**config.mk**
```make
export PLATFORM = sky130hd
export DESIGN_NAME = clk_wake_ctrl
export DESIGN_NICKNAME = d
export VERILOG_FILES = /design/src/rtl/cwk_pkg.sv /design/src/rtl/cwk_ctrl_reg.sv /design/src/rtl/cwk_sync.sv /design/src/rtl/cwk_countdown.sv /design/src/rtl/cwk_seq.sv /design/src/rtl/clk_wake_ctrl.sv
export SDC_FILE = /design/constraint.sdc
export NUM_CORES = 1
export LEC_CHECK = 0
export BUFFER_PORTS_ARGS = -buffer_cell sky130_fd_sc_hd__buf_2
export CORE_MARGIN = 5
export CORE_UTILIZATION = 58
export DETAILED_ROUTE_END_ITERATION = 8
export PLACE_DENSITY_LB_ADDON = 0.15
export RECOVER_POWER = 25
export SETUP_SLACK_MARGIN = 0.15
export SLEW_MARGIN = 20
export SYNTH_ARGS = -nofsm -noshare
export SYNTH_HDL_FRONTEND = slang
export SYNTH_SLANG_ARGS = --single-unit
```
**constraint.sdc**
```tcl
create_clock -name clk -period 4.65 [get_ports clk]
set_input_delay 0.465 -clock clk [delete_from_list [all_inputs] [get_ports clk]]
set_output_delay 0.465 -clock clk [all_outputs]
set_load 0.02 [all_outputs]
```
**src/rtl/cwk_pkg.sv**
```systemverilog
package cwk_pkg;

    typedef enum logic [1:0] {
        CAUSE_NONE  = 2'd0,
        CAUSE_TIMER = 2'd1,
        CAUSE_PIN   = 2'd2,
        CAUSE_IRQ   = 2'd3
    } wake_cause_t;

    typedef enum logic {
        ST_AWAKE  = 1'b0,
        ST_ASLEEP = 1'b1
    } pwr_state_t;

    typedef struct packed {
        logic pin_hit;
        logic irq_hit;
        logic tmr_hit;
    } wake_evt_t;

    localparam int unsigned MIN_WAKE_COUNT = 4;
    localparam int unsigned EN_BITS        = 2;

    function automatic logic any_wake(input wake_evt_t e);
        return e.pin_hit | e.irq_hit | e.tmr_hit;
    endfunction

    function automatic wake_cause_t pick_cause(input wake_evt_t e);
        if (e.pin_hit)      return CAUSE_PIN;
        else if (e.irq_hit) return CAUSE_IRQ;
        else if (e.tmr_hit) return CAUSE_TIMER;
        else                return CAUSE_NONE;
    endfunction

endpackage

```
**src/rtl/cwk_ctrl_reg.sv**
```systemverilog
module cwk_ctrl_reg
    import cwk_pkg::*;
#(
    parameter int unsigned DATA_W = 32
) (
    input  logic              clk,
    input  logic              rst,
    input  logic              wr_en,
    input  logic [DATA_W-1:0] wr_data,
    output logic [DATA_W-1:0] rd_data,
    output logic [DATA_W-1:0] load_count,
    output logic              pin_en,
    output logic              irq_en
);
    localparam logic [DATA_W-1:0] MIN_CNT = DATA_W'(MIN_WAKE_COUNT);

    logic [DATA_W-1:0] word_q;
    logic [DATA_W-1:0] raw_count;

    always_ff @(posedge clk) begin
        if (rst) begin
            word_q <= '0;
        end else if (wr_en) begin
            word_q <= wr_data;
        end
    end

    always_comb begin
        raw_count  = {word_q[DATA_W-1:EN_BITS], {EN_BITS{1'b0}}};
        load_count = (raw_count == '0) ? MIN_CNT : raw_count;
    end

    assign rd_data = word_q;
    assign pin_en  = word_q[1];
    assign irq_en  = word_q[0];

endmodule

```
**src/rtl/cwk_sync.sv**
```systemverilog
module cwk_sync #(
    parameter int unsigned STAGES = 2
) (
    input  logic clk,
    input  logic rst,
    input  logic d,
    output logic q
);
    logic [STAGES:0] chain;

    assign chain[0] = d;

    for (genvar i = 0; i < STAGES; i++) begin : g_stage
        always_ff @(posedge clk) begin
            if (rst) chain[i+1] <= 1'b0;
            else     chain[i+1] <= chain[i];
        end
    end

    assign q = chain[STAGES];

endmodule

```
**src/rtl/cwk_countdown.sv**
```systemverilog
module cwk_countdown #(
    parameter int unsigned CNT_W = 32
) (
    input  logic             clk,
    input  logic             rst,
    input  logic             load,
    input  logic [CNT_W-1:0] load_val,
    input  logic             run,
    output logic             expire
);
    localparam logic [CNT_W-1:0] ONE = CNT_W'(1);

    logic [CNT_W-1:0] cnt_q;

    always_ff @(posedge clk) begin
        if (rst) begin
            cnt_q <= '0;
        end else if (load) begin
            cnt_q <= load_val;
        end else if (run && cnt_q != '0) begin
            cnt_q <= cnt_q - ONE;
        end
    end

    assign expire = run && (cnt_q == ONE);

endmodule

```
**src/rtl/cwk_seq.sv**
```systemverilog
module cwk_seq
    import cwk_pkg::*;
(
    input  logic        clk,
    input  logic        rst,
    input  logic        sleep_req,
    input  wake_evt_t   evt,
    output logic        load,
    output logic        run,
    output logic        clk_en,
    output logic        sleep_ack,
    output wake_cause_t cause
);
    pwr_state_t  state_q;
    logic        ack_q;
    wake_cause_t cause_q;

    always_ff @(posedge clk) begin
        if (rst) begin
            state_q <= ST_AWAKE;
            ack_q   <= 1'b0;
            cause_q <= CAUSE_NONE;
        end else begin
            ack_q <= 1'b0;
            unique case (state_q)
                ST_AWAKE: begin
                    if (sleep_req) begin
                        state_q <= ST_ASLEEP;
                        ack_q   <= 1'b1;
                        cause_q <= CAUSE_NONE;
                    end
                end
                ST_ASLEEP: begin
                    if (any_wake(evt)) begin
                        state_q <= ST_AWAKE;
                        cause_q <= pick_cause(evt);
                    end
                end
                default: state_q <= ST_AWAKE;
            endcase
        end
    end

    assign load      = (state_q == ST_AWAKE) && sleep_req;
    assign run       = (state_q == ST_ASLEEP);
    assign clk_en    = (state_q == ST_AWAKE);
    assign sleep_ack = ack_q;
    assign cause     = cause_q;

endmodule

```
**src/rtl/clk_wake_ctrl.sv**
```systemverilog
module clk_wake_ctrl
    import cwk_pkg::*;
#(
    parameter int unsigned DATA_W      = 32,
    parameter int unsigned SYNC_STAGES = 2
) (
    input  logic              clk,
    input  logic              rst,
    input  logic              cfg_wr_en,
    input  logic [DATA_W-1:0] cfg_wr_data,
    output logic [DATA_W-1:0] cfg_rd_data,
    input  logic              sleep_req,
    input  logic              wake_pin_async,
    input  logic              gpio_irq,
    output logic              sleep_ack,
    output logic              clk_en,
    output logic [1:0]        wake_cause
);
    logic [DATA_W-1:0] load_count;
    logic              pin_en;
    logic              irq_en;
    logic              pin_sync;
    logic              tmr_load;
    logic              tmr_run;
    logic              tmr_expire;
    wake_evt_t         evt;
    wake_cause_t       cause;

    cwk_ctrl_reg #(.DATA_W(DATA_W)) u_reg (
        .clk        (clk),
        .rst        (rst),
        .wr_en      (cfg_wr_en),
        .wr_data    (cfg_wr_data),
        .rd_data    (cfg_rd_data),
        .load_count (load_count),
        .pin_en     (pin_en),
        .irq_en     (irq_en)
    );

    cwk_sync #(.STAGES(SYNC_STAGES)) u_pin_sync (
        .clk (clk),
        .rst (rst),
        .d   (wake_pin_async),
        .q   (pin_sync)
    );

    cwk_countdown #(.CNT_W(DATA_W)) u_timer (
        .clk      (clk),
        .rst      (rst),
        .load     (tmr_load),
        .load_val (load_count),
        .run      (tmr_run),
        .expire   (tmr_expire)
    );

    always_comb begin
        evt.pin_hit = pin_en & pin_sync;
        evt.irq_hit = irq_en & gpio_irq;
        evt.tmr_hit = tmr_expire;
    end

    cwk_seq u_seq (
        .clk       (clk),
        .rst       (rst),
        .sleep_req (sleep_req),
        .evt       (evt),
        .load      (tmr_load),
        .run       (tmr_run),
        .clk_en    (clk_en),
        .sleep_ack (sleep_ack),
        .cause     (cause)
    );

    assign wake_cause = cause;

endmodule

```
==> results by group <==
Run status
  – Outcome: complete, but fails checks
  – Failing checks: max-capacitance violations, max-slew violations

Worst setup path
  – Critical Path RT: 4.86 ns
  – CP Class: in -> reg
  – Crit path launch type: primary input
  – Worst path max stage delay: 1.90 ns
  – WP data arrival: 3.10 ns
  – Largest fanout on the critical path: 64
  – Critical Path, Cell by Cell: buf_2 > clkbuf_1 > nand2b_1 > o21ai_0
  – CP Buf/Inv Count: 2
  – Largest delay share family, worst path: buffers and inverters
  – Slowest cell on the critical path: clkbuf_1
  – CP Capture Type: flop

Finish
  – Ant diodes: 0
  – Nets@finish: approximately 500
  – Non-Filler Instances: 536
  – Area delta synth->final: 16.9%
  – Fraction of layout instances using a drive strength above 1: 0.222

Global routing
  – Top Usage Layer GRT: met2
  – Vias in the first global route: 3072
  – First-pass GRT wire length: 14.9 mm
  – Global routing usage on met3: 0.0333
  – Largest net degree at the start of global routing: 65
  – GR Util met2: 0.382
  – Initial antenna violation count: 0
  – Aggregate global routing overflow: 0
  – GRT Total Usage: 0.245
  – GRT met1 Usage: 0.343

Detailed routing
  – Via density: 6.00
  – DR vias: 3214
  – Post-DRT Antenna Nets: 0
  – Routed wire length: 8.69 mm
  – Remaining DRCs: 0
  – DR WL/cell: approximately 16 µm
  – DRT Pass-1 Iters: 5
  – DR iter-0 viols: 255

Die
  – Die span in y: 86.6 µm
  – Die area: 7500 µm²
  – # rows: 27
  – IO Count: 74
  – Core ar.: 5610 µm²
  – Die Span X: slightly below 90 µm
  – Initial core utilization: 0.607

STA
  – RSZ-0062 raised after global routing: no
  – Fin Clk Skew: 0.00507 ns
  – Peak Freq: 347 MHz
  – Slew @ Worst Pin: roughly 2.7 ns
  – Fin. Hold Viols: 0
  – Fin crit share: 0.621
  – Final Max Tran Viols: 65
  – Minimum clock period: ~2.9 ns
  – Setup TNS: 0 ns
  – Final Setup Violations: 0
  – Slew headroom: -0.797

Yosys
  – Post-synth top area cell: dfxtp_1
  – Cell area after synthesis: 3400 µm²
  – Dominant register cell in the synthesized netlist: dfxtp_1
  – Asr flop ratio synth: 0
  – Synth cell types: 57
  – EDFF count, synth: 0
  – Post-Syn Area per Cell: 8.63 µm²
  – Syn Inst Count: 394
  – Top-count cell post-synth: dfxtp_1
  – Top cell type's share of synthesized area: 0.412
  – Yosys warning count: 0
  – Synth cell count leaders: dfxtp_1, nor2_1, mux2i_1
  – Syn nets: 434
  – Post-synthesis sequential area ratio: 0.412
  – Synth top area cells: dfxtp_1, mux2i_1, nor2_1
  – Yosys reg bits: 70

Worst hold path
  – Worst Hold Class: in -> reg

Clock network
  – Clock transition at the registers of the reported paths: about 0.070 ns
  – Post-CTS Resized: 0
  – Clk buf depth: 2
  – Clock sink count: 70
  – # hold bufs at CTS: 0
  – CTS tree: done
  – Post-CTS Setup Inserts: 0
  – Root buffer cell: clkbuf_8
  – Worst skew pair latency: 0.34 ns
  – Total CTS buffers: 9
  – CTS H-tree lvls: 3

Placed design
  – DP HPWL: 6.02 mm
  – Placed insts: 520
  – I/O Buffers: 73
  – Placer Congestion: 0.898

Flow run
  – Max-cap violations: 1

Pwr
  – Total power: between 0.0015 and 0.002 W
  – VDD IR-drop max: 0.000215 V
  – Leak Pwr: 1.71 nW
  – Power per standard cell area: 408 nW/µm²
-- per-stage QoR --
step	utilization	cell area, µm²	setup WS, ns	hold WS, ns
after floorplan	-	3400	2.66	0.414
after global routing	0.709	3980	1.45	0.356
final	0.709	3980	1.76	0.348
after CTS	0.710	3980	2.06	0.338
after detailed placement	0.675	3780	2.08	0.448
after global placement	0.675	3780	2.17	0.426
-- flip-flops by register name, indices dropped and copies added (netlist names) --
signal	count
u_pin_sync.chain	1
u_reg.rd_data	32
u_seq.cause	2
u_pin_sync.q	1
u_timer.cnt_q	32
u_seq.run	1
u_seq.sleep_ack	1
-- per-layer routing --
metal	part of all wire	wire length (µm)	up-vias
met1	0.47	4070	1500
met2	0.46	3980	120
li1	-	-	1583
met3	0.060	524	11
met4	0.014	118	0
met5	0	0	-
-- path summary, 6_finish.rpt --
path                                           from             endpoint  slack (ns)  cells past startpoint
worst max-delay path                            rst     u_timer.cnt_q[9]        1.76                      4
worst min-delay path                 wake_pin_async  u_pin_sync.chain[1]        0.35                      2
worst max register to register    u_timer.cnt_q[21]    u_timer.cnt_q[25]        1.92                      6
worst min register to register  u_pin_sync.chain[1]         u_pin_sync.q        0.46                      1
-- placed cells by master, fill, tap and decap left out, types with 3 or more instances in the layout --
master and count:
a211oi_1 11, a21oi_1 19, a22oi_1 6, a31oi_1 7, a32oi_1 3, and2_1 3, and3_1 3, buf_2 71
buf_4 3, clkbuf_1 4, clkbuf_8 11, clkinv_2 3, dfxtp_1 70, inv_1 3, mux2i_1 32, nand2_1 30
nand3_1 15, nand4_1 5, nor2_1 67, nor2b_1 4, nor3_1 10, nor4_1 13, o211ai_1 5, o21ai_0 13
o311ai_0 3, or3_1 3, or4_1 4, xnor2_1 6
-- report_power, final --
| group | internal, W | switching, W | total (W) |
|---|---|---|---|
| combinational | 0.000161 | 0.000252 | 0.000413 |
| sequential | 0.000649 | 0.0000599 | 0.000708 |
| clock | 0.000275 | 0.000226 | 0.000501 |
| total | 0.00108 | 0.000538 | 0.00162 |
-- final cells by class --
type	count	area [µm²]
flip-flops and latches	70	1400
clock buffers	12	155
fillers	482	1630
clock inverters	4	45.0
repair buffers	77	389
inverters	3	11.3
multi-input cells	298	1890
well taps	72	90.1
-- cells by family (layout without fill, tap and decap cells) --
group	Yosys count	count (layout)	synth area share
simple gates	175	175	0.267
flops	70	70	0.412
fa+ha+maj	2	2	0.00735
buf+inv	26	96	0.0338
compound gates	80	80	0.161
xor+xnor	8	8	0.0206
mux	33	33	0.0975
Power figures use the tool's default switching activity.
